### src/rtl/guarded_select_pkg.sv
package guarded_select_pkg;
  typedef enum logic [1:0] {
    ST_STEER = 2'd0,
    ST_TRUE  = 2'd1,
    ST_FALSE = 2'd2
  } selState_t;

  typedef struct packed {
    logic loadTrue;
    logic loadFalse;
  } selStrobe_t;
endpackage

### src/rtl/guarded_select_ctrl.sv
module guarded_select_ctrl
  import guarded_select_pkg::*;
(
  input  logic       clk,
  input  logic       rstN,
  input  logic       ctlValid,
  input  logic       ctlBit,
  input  logic       trueValid,
  input  logic       falseValid,
  input  logic       slotFree,
  output logic       ctlReady,
  output logic       trueReady,
  output logic       falseReady,
  output selStrobe_t strobe
);
  selState_t state, stateNext;

  always_comb begin
    ctlReady   = (state == ST_STEER);
    trueReady  = (state == ST_TRUE) && slotFree;
    falseReady = (state == ST_FALSE) && slotFree;
    strobe.loadTrue  = trueReady && trueValid;
    strobe.loadFalse = falseReady && falseValid;
    stateNext = state;
    unique case (state)
      ST_STEER: if (ctlValid) stateNext = ctlBit ? ST_TRUE : ST_FALSE;
      ST_TRUE:  if (strobe.loadTrue) stateNext = ST_STEER;
      ST_FALSE: if (strobe.loadFalse) stateNext = ST_STEER;
      default:  stateNext = ST_STEER;
    endcase
  end

  always_ff @(posedge clk) begin
    if (!rstN) state <= ST_STEER;
    else       state <= stateNext;
  end
endmodule

### src/rtl/guarded_select_dp.sv
module guarded_select_dp
  import guarded_select_pkg::*;
#(
  parameter int DATA_W = 8
) (
  input  logic              clk,
  input  logic              rstN,
  input  selStrobe_t        strobe,
  input  logic [DATA_W-1:0] trueData,
  input  logic [DATA_W-1:0] falseData,
  input  logic              outReady,
  output logic              outValid,
  output logic [DATA_W-1:0] outData,
  output logic              slotFree
);
  logic loadAny;
  assign loadAny  = strobe.loadTrue | strobe.loadFalse;
  assign slotFree = !outValid || outReady;

  always_ff @(posedge clk) begin
    if (!rstN) begin
      outValid <= 1'b0;
      outData  <= '0;
    end else if (loadAny) begin
      outValid <= 1'b1;
      outData  <= strobe.loadTrue ? trueData : falseData;
    end else if (outReady) begin
      outValid <= 1'b0;
    end
  end
endmodule

### src/rtl/guarded_select.sv
module guarded_select
  import guarded_select_pkg::*;
#(
  parameter int DATA_W = 8
) (
  input  logic              clk,
  input  logic              rstN,
  input  logic              ctlValid,
  input  logic              ctlBit,
  output logic              ctlReady,
  input  logic              trueValid,
  input  logic [DATA_W-1:0] trueData,
  output logic              trueReady,
  input  logic              falseValid,
  input  logic [DATA_W-1:0] falseData,
  output logic              falseReady,
  output logic              outValid,
  output logic [DATA_W-1:0] outData,
  input  logic              outReady
);
  selStrobe_t strobe;
  logic       slotFree;

  guarded_select_ctrl u_ctrl (
    .clk(clk), .rstN(rstN),
    .ctlValid(ctlValid), .ctlBit(ctlBit),
    .trueValid(trueValid), .falseValid(falseValid),
    .slotFree(slotFree),
    .ctlReady(ctlReady), .trueReady(trueReady), .falseReady(falseReady),
    .strobe(strobe)
  );

  guarded_select_dp #(.DATA_W(DATA_W)) u_dp (
    .clk(clk), .rstN(rstN),
    .strobe(strobe),
    .trueData(trueData), .falseData(falseData),
    .outReady(outReady),
    .outValid(outValid), .outData(outData),
    .slotFree(slotFree)
  );
endmodule

### config.mk
export PLATFORM = sky130hd
export DESIGN_NAME = guarded_select
export DESIGN_NICKNAME = d
export VERILOG_FILES = /design/src/rtl/guarded_select_pkg.sv /design/src/rtl/guarded_select_ctrl.sv /design/src/rtl/guarded_select_dp.sv /design/src/rtl/guarded_select.sv
export SDC_FILE = /design/constraint.sdc
export NUM_CORES = 1
export LEC_CHECK = 0
export BUFFER_PORTS_ARGS = -buffer_cell sky130_fd_sc_hd__buf_2
export CAP_MARGIN = 25
export CORE_UTILIZATION = 40
export CTS_CLUSTER_SIZE = 8
export DETAILED_ROUTE_END_ITERATION = 8
export PLACE_DENSITY = 0.76
export SLEW_MARGIN = 10
export SYNTH_ARGS = -nofsm -noshare
export SYNTH_HDL_FRONTEND = slang
export SYNTH_SLANG_ARGS = --single-unit
### constraint.sdc
create_clock -name clk -period 1.6 [get_ports clk]
set_input_delay 0 -clock clk [delete_from_list [all_inputs] [get_ports clk]]
set_output_delay 0 -clock clk [all_outputs]
set_load 0.01 [all_outputs]
==> out/metrics.csv, run 1 <==
stage,metric,value,unit
setup_path,r2r_cells,4,
setup_path,slowest_delay,460,ps
grt,track_usage,19.6,%
synthesis,syn_inst,66,
synthesis,ys_seq_area_share,40.0,%
synthesis,synth_cell_types,20,
place,dpl.hpwl,852,um
final_layout,fin_cells,127,
floorplanning,io_pins,35,
final_layout,fin_nets,136,
synthesis,synth_top_area_share,40.0,%
cts,cts.sinks,11,
drt,wl_per_cell,10.2,um
min_path,hold_path_class,input pin to register,
cts,postCtsSetupBuffers,0,
setup_path,crit_path_end_kind,register,
floorplanning,start_util,42.8,%
setup_path,crit_type,register to register,
floorplanning,die_area,0.00153,sq mm
grt,antenna_found_initial,0,
min_path,hold_depth,3,
sta,fmax,726,MHz
synthesis,avgSynthCellArea,8.34,sq um
synthesis,synth_area_leaders,"dfxtp_1, nand2_1, a31oi_1, o21ai_0, buf_6",
cts,cts_tree,yes,
grt,grt_remaining_overflow,0,
cts,cts_hold_buf,11,
floorplanning,die_x,39.1,um
cts,clock_latency,260,ps
grt,grt_pass1_wl,2050,um
sta,fin_skew,2.36,ps
setup_path,crit_buf_inv,0,
drt,vias,595,
floorplanning,row_count,13,
setup_path,r2r_end,u_dp.outData[1],
setup_path,cp_slowest_cell,dfxtp_1,
power_and_ir_drop,p_leak,0.401,nW
sta,period_minus_slack,1380,ps
drt,route.detailed.drc,0,
run_status,status,"finished, final reports clean",
setup_path,cp.required,1780,ps
setup_path,worst_path_dominant_cell_family,compound AO/OA/AOI/OAI gates,
cts,ctsResizeCount,0,
synthesis,netlist_area,551,sq um
sta,worstMarginPinSlew,403,ps
cts,cts_root_buf,clkbuf_4,
drt,vias_per_cell,4.69,
setup_path,path_cells,"nand3b_1, a21oi_4, o21ai_0, a31oi_1",
synthesis,yosys_warnings,0,
setup_path,r2r_slack,220,ps
final_layout,diodes,0,
setup_path,timing.rr.start,u_ctrl.state[1],
sta,rsz0062_at_grt,false,
sta,setup-tns-final,0,ps
drt,drtIter0Drc,8,
cts,clk_path_buf_depth,2,
drt,ant_nets,0,
place,dp.cells,112,
sta,drv_slew,0,
synthesis,synth_nets,89,
min_path,hold_start,trueData[6],
cts,htreeDepth,1,
floorplanning,die_h,39.1,um
power_and_ir_drop,powerDensity,760,mW/mm^2
synthesis,synth-seq-cells,11,
cts,clk_pin_slew_worst_paths,70,ps
setup_path,cp-start-kind,register,
min_path,min_to,u_dp.outData[6],
sta,min_period_over_period,86.1,%
grt,grt_pass1_vias,500,
setup_path,crit_arrival,1560,ps
place,io_buffers,34,
grt,grt_start_max_net_pins,18,
synthesis,yosys.area.top_type,dfxtp_1,
final_layout,drive_above_1_share,37.5,%
cts,cts_buffers,3,
final_layout,fillers,112,
power_and_ir_drop,ir_drop,412,uV
drt,dr.pass1.iters,5,
floorplanning,core_area,0.00128,sq mm
place,globalplace.congestion,0.659,
setup_path,crit_fanout,17,
drt,drt-total-wl,1300,um
sta,final_hold_viol_count,0,
run,cap_violations,0,
sta,setup_viol,0,
sta,relSlewSlack,73.1,%
final_layout,syn_to_final_growth,53.0,%
setup_path,cp.depth,4,
-- Yosys cell counts --
cell,count
dfxtp_1,11
buf_6,3
nand2b_1,1
nor2_1,3
nand2_1,18
and2_1,1
nand3_2,1
a22oi_1,1
o21ai_2,1
nand3b_1,2
a31oi_2,1
a21oi_1,1
and3_1,1
o21ai_0,7
nor2b_1,1
a31oi_1,7
o21a_1,1
nor3b_1,3
a21oi_4,1
nor2b_2,1
-- routing by layer --
| layer | up-vias | part of all wire (%) | GRT usage (%) |
|---|---|---|---|
| met1 | 246 | 50 | 26.4 |
| li1 | 325 | - | - |
| met2 | 24 | 44 | 30.0 |
| met4 | 0 | 0 | 5.17 |
| met3 | 0 | 5.8 | 5.78 |
| met5 | - | 0 | 0 |
-- worst min-delay path: cells and delay by family --
kind	cells	cell delay (ps)
buffers and inverters	1	100
AND/OR/NAND/NOR	1	50
AO/OA/AOI/OAI	1	70
-- per-stage QoR --
step | worst slack (ps) | util [%] | total power (W) | cell area (sq um) | hold slack (ps)
2_1_floorplan | 434 | - | 0.000393 | 551 | 152
3_3_place_gp | 282 | 54.9 | 0.000443 | 706 | 259
3_5_place_dp | 249 | 54.9 | 0.000445 | 706 | 265
4_1_cts | 224 | 65.5 | 0.000650 | 842 | 1.39
5_1_grt | 91.4 | 65.5 | 0.000682 | 842 | 6.13
6_report | 223 | 65.5 | 0.000640 | 842 | 4.65
-- layout make-up --
cell class              count  area [sq um]  share of cell area [%]
multi-input cells          52           297                    35.2
flip-flops and latches     11           220                    26.2
well taps                  15          18.8                    2.23
clock buffers               4          26.3                    3.12
repair buffers             45           280                    33.3
-- state kept, by name, indices dropped and copies added, names as in the netlist --
signal / flops
u_dp.outValid: 1
u_dp.outData: 8
u_ctrl.state: 2
-- report_power, final --
part	leakage [nW]	total [W]	internal (W)	switching (W)
Combinational	0.296	0.000151	0.0000804	0.0000708
Sequential	0.0899	0.000310	0.000295	0.0000147
Clock	0.0150	0.000179	0.0000962	0.0000828
-- cell families (layout without fill, tap and decap cells) --
| family | Yosys count | count (layout) | synth area share, % |
|---|---|---|---|
| AOI/OAI and AO/OA | 20 | 20 | 24.8 |
| buffers and inverters | 3 | 49 | 6.14 |
| DFF | 11 | 11 | 40.0 |
| and+or+nand+nor | 32 | 32 | 29.1 |
-- cell usage in the layout (no fill, tap or decap), drive strengths merged --
cell / n
nor2: 3
dfxtp: 11
a31oi: 8
nand2: 18
a22oi: 1
dlygate4sd3: 11
buf: 34
o21ai: 8
and2: 1
nor3b: 3
clkbuf: 4
a21oi: 2
o21a: 1
nand2b: 1
nand3: 1
nor2b: 2
nand3b: 2
and3: 1
-- worst max path at each step --
stage,startpoint,endpoint,slack [ps]
2_1_floorplan,u_ctrl.state[1],u_dp.outData[7],430
5_1_grt,u_ctrl.state[0],u_dp.outData[6],90
6_report,u_ctrl.state[1],u_dp.outData[1],220
3_5_place_dp,u_ctrl.state[1],u_dp.outData[1],250
4_1_cts,u_ctrl.state[1],u_dp.outData[1],220
3_3_place_gp,u_ctrl.state[1],u_dp.outData[5],280
Note: power is estimated with default switching activity, not from simulation.
==> run 2, diff against run 1 <==
--- a/config.mk
+++ b/config.mk
@@ -11,6 +11,7 @@
 export CTS_CLUSTER_SIZE = 8
 export DETAILED_ROUTE_END_ITERATION = 8
 export PLACE_DENSITY = 0.76
+export RECOVER_POWER = 100
 export SLEW_MARGIN = 10
 export SYNTH_ARGS = -nofsm -noshare
 export SYNTH_HDL_FRONTEND = slang
==> constraint.sdc (replaced) <==
create_clock -name clk -period 1.4 [get_ports clk]
set_input_delay 0 -clock clk [delete_from_list [all_inputs] [get_ports clk]]
set_output_delay 0 -clock clk [all_outputs]
set_load 0.01 [all_outputs]
==> out/metrics.csv, run 2 (same netlist as run 1, synthesis figures left out) <==
stage,metric,value,unit,change
run_status,status,"finished, final reports clean",,unchanged
cts,cts.sinks,11,,unchanged
grt,grt_start_max_net_pins,18,,unchanged
sta,fin_skew,3.98,ps,was 2.36 ps
power_and_ir_drop,finalPower,0.000745,W,was 0.000640 W
power_and_ir_drop,pwr-share-comb,24.5,%,was 23.6%
power_and_ir_drop,powerDensity,846,mW/mm^2,was 760 mW/mm^2
power_and_ir_drop,p_leak,0.378,nW,was 0.401 nW
drt,dr.pass1.iters,4,,was 5
final_layout,syn_to_final_growth,60.0,%,was 53.0%
final_layout,drive_above_1_share,29.3,%,was 37.5%
sta,drv_slew,0,,unchanged
setup_path,crit_fanout,17,,unchanged
power_and_ir_drop,power.switching,0.000199,W,was 0.000168 W
power_and_ir_drop,swShare,26.7,%,was 26.3%
floorplanning,start_util,42.8,%,unchanged
grt,antenna_found_initial,0,,unchanged
grt,track_usage,18.9,%,was 19.6%
sta,fin_worst_hold_slack,16.4,ps,was 4.65 ps
final_layout,layout_common_cells,"buf_2, nand2_1, dlygate4sd3_1",,"was buf_2, nand2_1, dlygate4sd3_1, dfxtp_1"
cts,cts_tree,yes,,unchanged
cts,clock_latency,260,ps,about the same
floorplanning,core_area,0.00128,sq mm,unchanged
grt,met1_usage,22.9,%,was 26.4%
grt,use_met3,3.47,%,was 5.78%
final_layout,fillers,109,,was 112
grt,met2_usage,33.3,%,was 30.0%
final_layout,final_common_cell,buf_2,,unchanged
min_path,hold_path_class,input pin to register,,unchanged
setup_path,cp.required,1590,ps,was 1780 ps
floorplanning,io_pins,35,,unchanged
sta,rsz0062_at_grt,false,,unchanged
drt,vias_per_cell,4.87,,was 4.69
grt,busiest_layer,met2,,unchanged
place,io_buffers,34,,unchanged
sta,final_hold_viol_count,0,,unchanged
drt,drt-total-wl,1400,um,was 1300 um
power_and_ir_drop,p_seq_share,47.7,%,was 48.4%
cts,clk_pin_slew_worst_paths,70,ps,about the same
final_layout,diodes,0,,unchanged
grt,grt_remaining_overflow,0,,unchanged
power_and_ir_drop,pwr-share-clk,27.8,%,was 28.0%
cts,cts_root_buf,clkbuf_4,,unchanged
drt,ant_nets,0,,unchanged
place,globalplace.congestion,0.612,,was 0.659
setup_path,crit_type,register to register,,unchanged
final_layout,fin_nets,140,,was 136
drt,drtIter0Drc,14,,was 8
run,cap_violations,0,,unchanged
drt,vias,638,,was 595
grt,grt_pass1_vias,511,,was 500
drt,wl_per_cell,10.6,um,was 10.2 um
cts,htreeDepth,1,,unchanged
sta,setup_viol,0,,unchanged
place,dpl.hpwl,869,um,was 852 um
floorplanning,die_area,0.00153,sq mm,unchanged
floorplanning,row_count,13,,unchanged
sta,worstMarginPinSlew,341,ps,was 403 ps
final_layout,largest_reg_flops,8,,unchanged
power_and_ir_drop,ir_drop,512,uV,was 412 uV
sta,setup-tns-final,0,ps,unchanged
sta,min_period_over_period,90.5,%,was 86.1%
cts,cts_buffers,3,,unchanged
floorplanning,die_x,39.1,um,unchanged
setup_path,crit_arrival,1460,ps,was 1560 ps
setup_path,cp-start-kind,register,,unchanged
power_and_ir_drop,internal_power,0.000546,W,was 0.000471 W
sta,period_minus_slack,1270,ps,was 1380 ps
grt,grt_pass1_wl,1970,um,was 2050 um
cts,clk_path_buf_depth,2,,unchanged
final_layout,largestRegisters,"u_dp.outData x8, u_ctrl.state x2, u_dp.outValid x1",,unchanged
sta,relSlewSlack,77.2,%,was 73.1%
sta,fmax,790,MHz,was 726 MHz
setup_path,crit_path_end_kind,register,,unchanged
floorplanning,die_h,39.1,um,unchanged
final_layout,regMostFlops,u_dp.outData,,unchanged
drt,route.detailed.drc,0,,unchanged
-- run 2: cell types whose count changed in the layout (fill, tap and decap cells not counted), sizes merged --
cell	change
buf	-10
clkbuf	+11
dlygate4sd3	+3
-- run 2: path summary, 6_finish.rpt --
check,start,endpoint,slack (ps),depth (start not counted)
setup reg to reg,u_ctrl.state[1],u_dp.outData[2],130,5
hold reg to reg,u_ctrl.state[0],u_ctrl.state[1],510,1
hold / removal,falseData[7],u_dp.outData[7],20,3
setup / recovery,u_ctrl.state[1],u_dp.outData[2],130,5
-- run 2: area by class of cell --
cell class | count | area [sq um] | share of cell area, %
Timing Repair Buffer | 49 | 317 | 35.9
Multi-Input combinational cell | 52 | 298 | 33.8
Sequential cell | 11 | 221 | 25.1
Clock buffer | 4 | 26.3 | 2.98
Tap cell | 15 | 18.8 | 2.13
-- run 2: timing repair --
item	4_1_cts	5_1_grt
resized for setup	0	2
setup buffers	0	1
setup endpoints to repair	0	8
hold buffers	14	0
hold endpoints to repair	7	0
-- run 2: per-layer routing --
metal,wire [um],vias up
li1,-,335
met1,649,277
met2,657,26
met3,88,0
met4,0,0
met5,0,-
-- run 2: worst max-delay path, cell delays in order (launching register included) --
cell	delay [ps]
dfxtp_1	460
nand3b_1	170
a21oi_4	210
buf_12	150
o21ai_0	80
a31oi_1	130
-- run 2: metrics by stage --
stage          worst slack, ps  util, %  instance area, sq um  cells
2_1_floorplan              234        -                   551     66
3_3_place_gp              62.0     54.9                   706    112
3_5_place_dp              29.6     54.9                   706    112
4_1_cts                   14.6     67.9                   872    130
5_1_grt                   38.7     68.5                   881    131
6_report                   133     68.5                   881    131
-- run 2: power by group through the flow --
| stage | sequential [W] | clock (W) | combinational [W] |
|---|---|---|---|
| 2_1_floorplan | 0.000368 | 0 | 0.0000812 |
| 3_3_place_gp | 0.000360 | 0 | 0.000146 |
| 3_5_place_dp | 0.000360 | 0 | 0.000148 |
| 4_1_cts | 0.000353 | 0.000217 | 0.000178 |
| 5_1_grt | 0.000358 | 0.000228 | 0.000201 |
| 6_report | 0.000355 | 0.000207 | 0.000183 |
==> run 3, diff against run 2 <==
--- a/config.mk
+++ b/config.mk
@@ -6,7 +6,6 @@
 export NUM_CORES = 1
 export LEC_CHECK = 0
 export BUFFER_PORTS_ARGS = -buffer_cell sky130_fd_sc_hd__buf_2
-export CAP_MARGIN = 25
 export CORE_UTILIZATION = 40
 export CTS_CLUSTER_SIZE = 8
 export DETAILED_ROUTE_END_ITERATION = 8
@@ -16,3 +15,4 @@
 export SYNTH_ARGS = -nofsm -noshare
 export SYNTH_HDL_FRONTEND = slang
 export SYNTH_SLANG_ARGS = --single-unit
+export TNS_END_PERCENT = 20
==> constraint.sdc (replaced) <==
create_clock -name clk -period 1.4 [get_ports clk]
set_input_delay 0.07 -clock clk [delete_from_list [all_inputs] [get_ports clk]]
set_output_delay 0.07 -clock clk [all_outputs]
set_load 0.01 [all_outputs]
==> out/metrics.csv, run 3 (same netlist as run 1, synthesis figures left out) <==
stage,metric,value,unit,change
floorplanning,die_area,0.00153,sq mm,unchanged
setup_path,crit_buf_inv,1,,unchanged
final_layout,layout_common_cells,"buf_2, nand2_1, clkbuf_1",,"was buf_2, nand2_1, dlygate4sd3_1"
setup_path,worst_path_dominant_cell_family,flip-flops,,unchanged
setup_path,cp.required,1590,ps,about the same
drt,wl_per_cell,10.2,um,was 10.6 um
setup_path,cp-start-kind,register,,unchanged
final_layout,regMostFlops,u_dp.outData,,unchanged
final_layout,drive_above_1_share,33.3,%,was 29.3%
cts,htreeDepth,1,,unchanged
drt,ant_nets,0,,unchanged
sta,period_minus_slack,1260,ps,was 1270 ps
floorplanning,core_area,0.00128,sq mm,unchanged
drt,route.detailed.drc,0,,unchanged
final_layout,final_common_cell,buf_2,,unchanged
cts,clk_path_buf_depth,2,,unchanged
final_layout,syn_to_final_growth,34.5,%,was 60.0%
sta,min_period_over_period,89.9,%,was 90.5%
sta,fin_skew,2.30,ps,was 3.98 ps
floorplanning,start_util,42.8,%,unchanged
power_and_ir_drop,powerDensity,961,mW/mm^2,was 846 mW/mm^2
sta,layout_setup_ws,141,ps,was 133 ps
power_and_ir_drop,pwr-share-clk,29.0,%,was 27.8%
drt,drtIter0Drc,12,,was 14
setup_path,path_cells,"nand3b_1, a21oi_4, buf_12, o21ai_0, a31oi_1",,unchanged
drt,drt-total-wl,1190,um,was 1400 um
floorplanning,row_count,13,,unchanged
place,io_buffers,34,,unchanged
floorplanning,die_x,39.1,um,unchanged
floorplanning,io_pins,35,,unchanged
place,dpl.hpwl,869,um,unchanged
place,place_ws,29.6,ps,unchanged
setup_path,crit_type,register to register,,unchanged
min_path,hold_path_class,input pin to register,,unchanged
place,placed_area,706,sq um,unchanged
drt,dr.pass1.iters,4,,unchanged
grt,grt_pass1_vias,436,,was 511
setup_path,cp_slowest_cell,dfxtp_1,,unchanged
grt,grt_remaining_overflow,0,,unchanged
sta,relSlewSlack,77.1,%,was 77.2%
sta,fin_worst_hold_slack,58.8,ps,was 16.4 ps
cts,clk_pin_slew_worst_paths,70,ps,about the same
cts,cts_buffers,3,,unchanged
final_layout,fillers,128,,was 109
sta,setup_viol,0,,unchanged
setup_path,crit_arrival,1450,ps,was 1460 ps
setup_path,crit_fanout,17,,unchanged
grt,antenna_found_initial,0,,unchanged
final_layout,fin_nets,126,,was 140
floorplanning,die_h,39.1,um,unchanged
power_and_ir_drop,internal_power,0.000521,W,was 0.000546 W
final_layout,design_area,741,sq um,was 881 sq um
drt,vias,577,,was 638
setup_path,slowest_delay,450,ps,was 460 ps
sta,final_hold_viol_count,0,,unchanged
sta,fmax,794,MHz,was 790 MHz
grt,grt_start_max_net_pins,18,,unchanged
power_and_ir_drop,pwr-share-comb,21.1,%,was 24.5%
place,globalplace.congestion,0.612,,unchanged
final_layout,diodes,0,,unchanged
cts,cts_root_buf,clkbuf_4,,unchanged
final_layout,largest_reg_flops,8,,unchanged
cts,clock_latency,260,ps,about the same
cts,cts_tree,yes,,unchanged
sta,setup-tns-final,0,ps,unchanged
cts,cts_hold_buf,0,,was 14
sta,worstMarginPinSlew,343,ps,was 341 ps
power_and_ir_drop,swShare,26.8,%,was 26.7%
sta,drv_slew,0,,unchanged
drt,vias_per_cell,4.93,,was 4.87
cts,cts.sinks,11,,unchanged
grt,grt_pass1_wl,1700,um,was 1970 um
setup_path,crit_path_end_kind,register,,unchanged
run,cap_violations,0,,unchanged
grt,track_usage,16.2,%,was 18.9%
power_and_ir_drop,power.switching,0.000191,W,was 0.000199 W
run_status,status,"finished, final reports clean",,unchanged
final_layout,largestRegisters,"u_dp.outData x8, u_ctrl.state x2, u_dp.outValid x1",,unchanged
power_and_ir_drop,ir_drop,496,uV,was 512 uV
sta,rsz0062_at_grt,false,,unchanged
power_and_ir_drop,p_leak,0.320,nW,was 0.378 nW
power_and_ir_drop,p_seq_share,49.8,%,was 47.7%
run 3: cell types whose count changed in the layout (fill, tap and decap cells not counted), sizes merged:
cell	previous run	this run
dlygate4sd3	14	0
run 3: tightest hold or removal path: cells and delay by family:
kind	cells	cell delay, ps
buffers and inverters	1	90
and+or+nand+nor	1	40
AOI/OAI and AO/OA	1	70
run 3: worst paths after layout:
path                    from              end  slack (ps)  cells after the start
min reg2reg  u_ctrl.state[0]  u_ctrl.state[1]         500                      1
max reg2reg  u_ctrl.state[1]  u_dp.outData[0]         140                      5
min              trueData[2]  u_dp.outData[2]          60                      3
max          u_ctrl.state[1]  u_dp.outData[0]         140                      5
run 3: cell type report:
cell class                      instances  area [sq um]  area share, %
Multi-Input combinational cell         52           298           40.2
Sequential cell                        11           221           29.9
Timing Repair Buffer                   35           176           23.8
Clock buffer                            4          26.3           3.55
Tap cell                               15          18.8           2.53
run 3: power groups by stage:
stage               clock network (W)  registers [W]  logic (W)
finish                       0.000207       0.000355   0.000151
global route                 0.000228       0.000358   0.000168
CTS                          0.000217       0.000353   0.000149
detailed placement                  0       0.000360   0.000148
global placement                    0       0.000360   0.000146
floorplan                           0       0.000368  0.0000812
run 3: routing by layer:
layer	wire length [um]	vias up	track usage, %	share of wire, %
met5	0	-	0	0
met1	600	243	23.6	50
met3	102	0	3.47	8.5
li1	-	306	-	-
met2	491	28	23.3	41
met4	0	0	5.17	0
run 3: metrics by stage:
| step | util, % | std cells | power [W] |
|---|---|---|---|
| global placement | 54.9 | 112 | 0.000506 |
| CTS | 57.0 | 116 | 0.000719 |
| finish | 57.6 | 117 | 0.000712 |
| floorplan | - | 66 | 0.000450 |
| global route | 57.6 | 117 | 0.000753 |
| detailed placement | 54.9 | 112 | 0.000509 |
run 3: what timing repair did:
| action | CTS | global route |
|---|---|---|
| endpoints found under the hold margin | 0 | 0 |
| endpoints found under the setup margin | 0 | 8 |
| setup buffers | 0 | 1 |
| resized for setup | 0 | 2 |
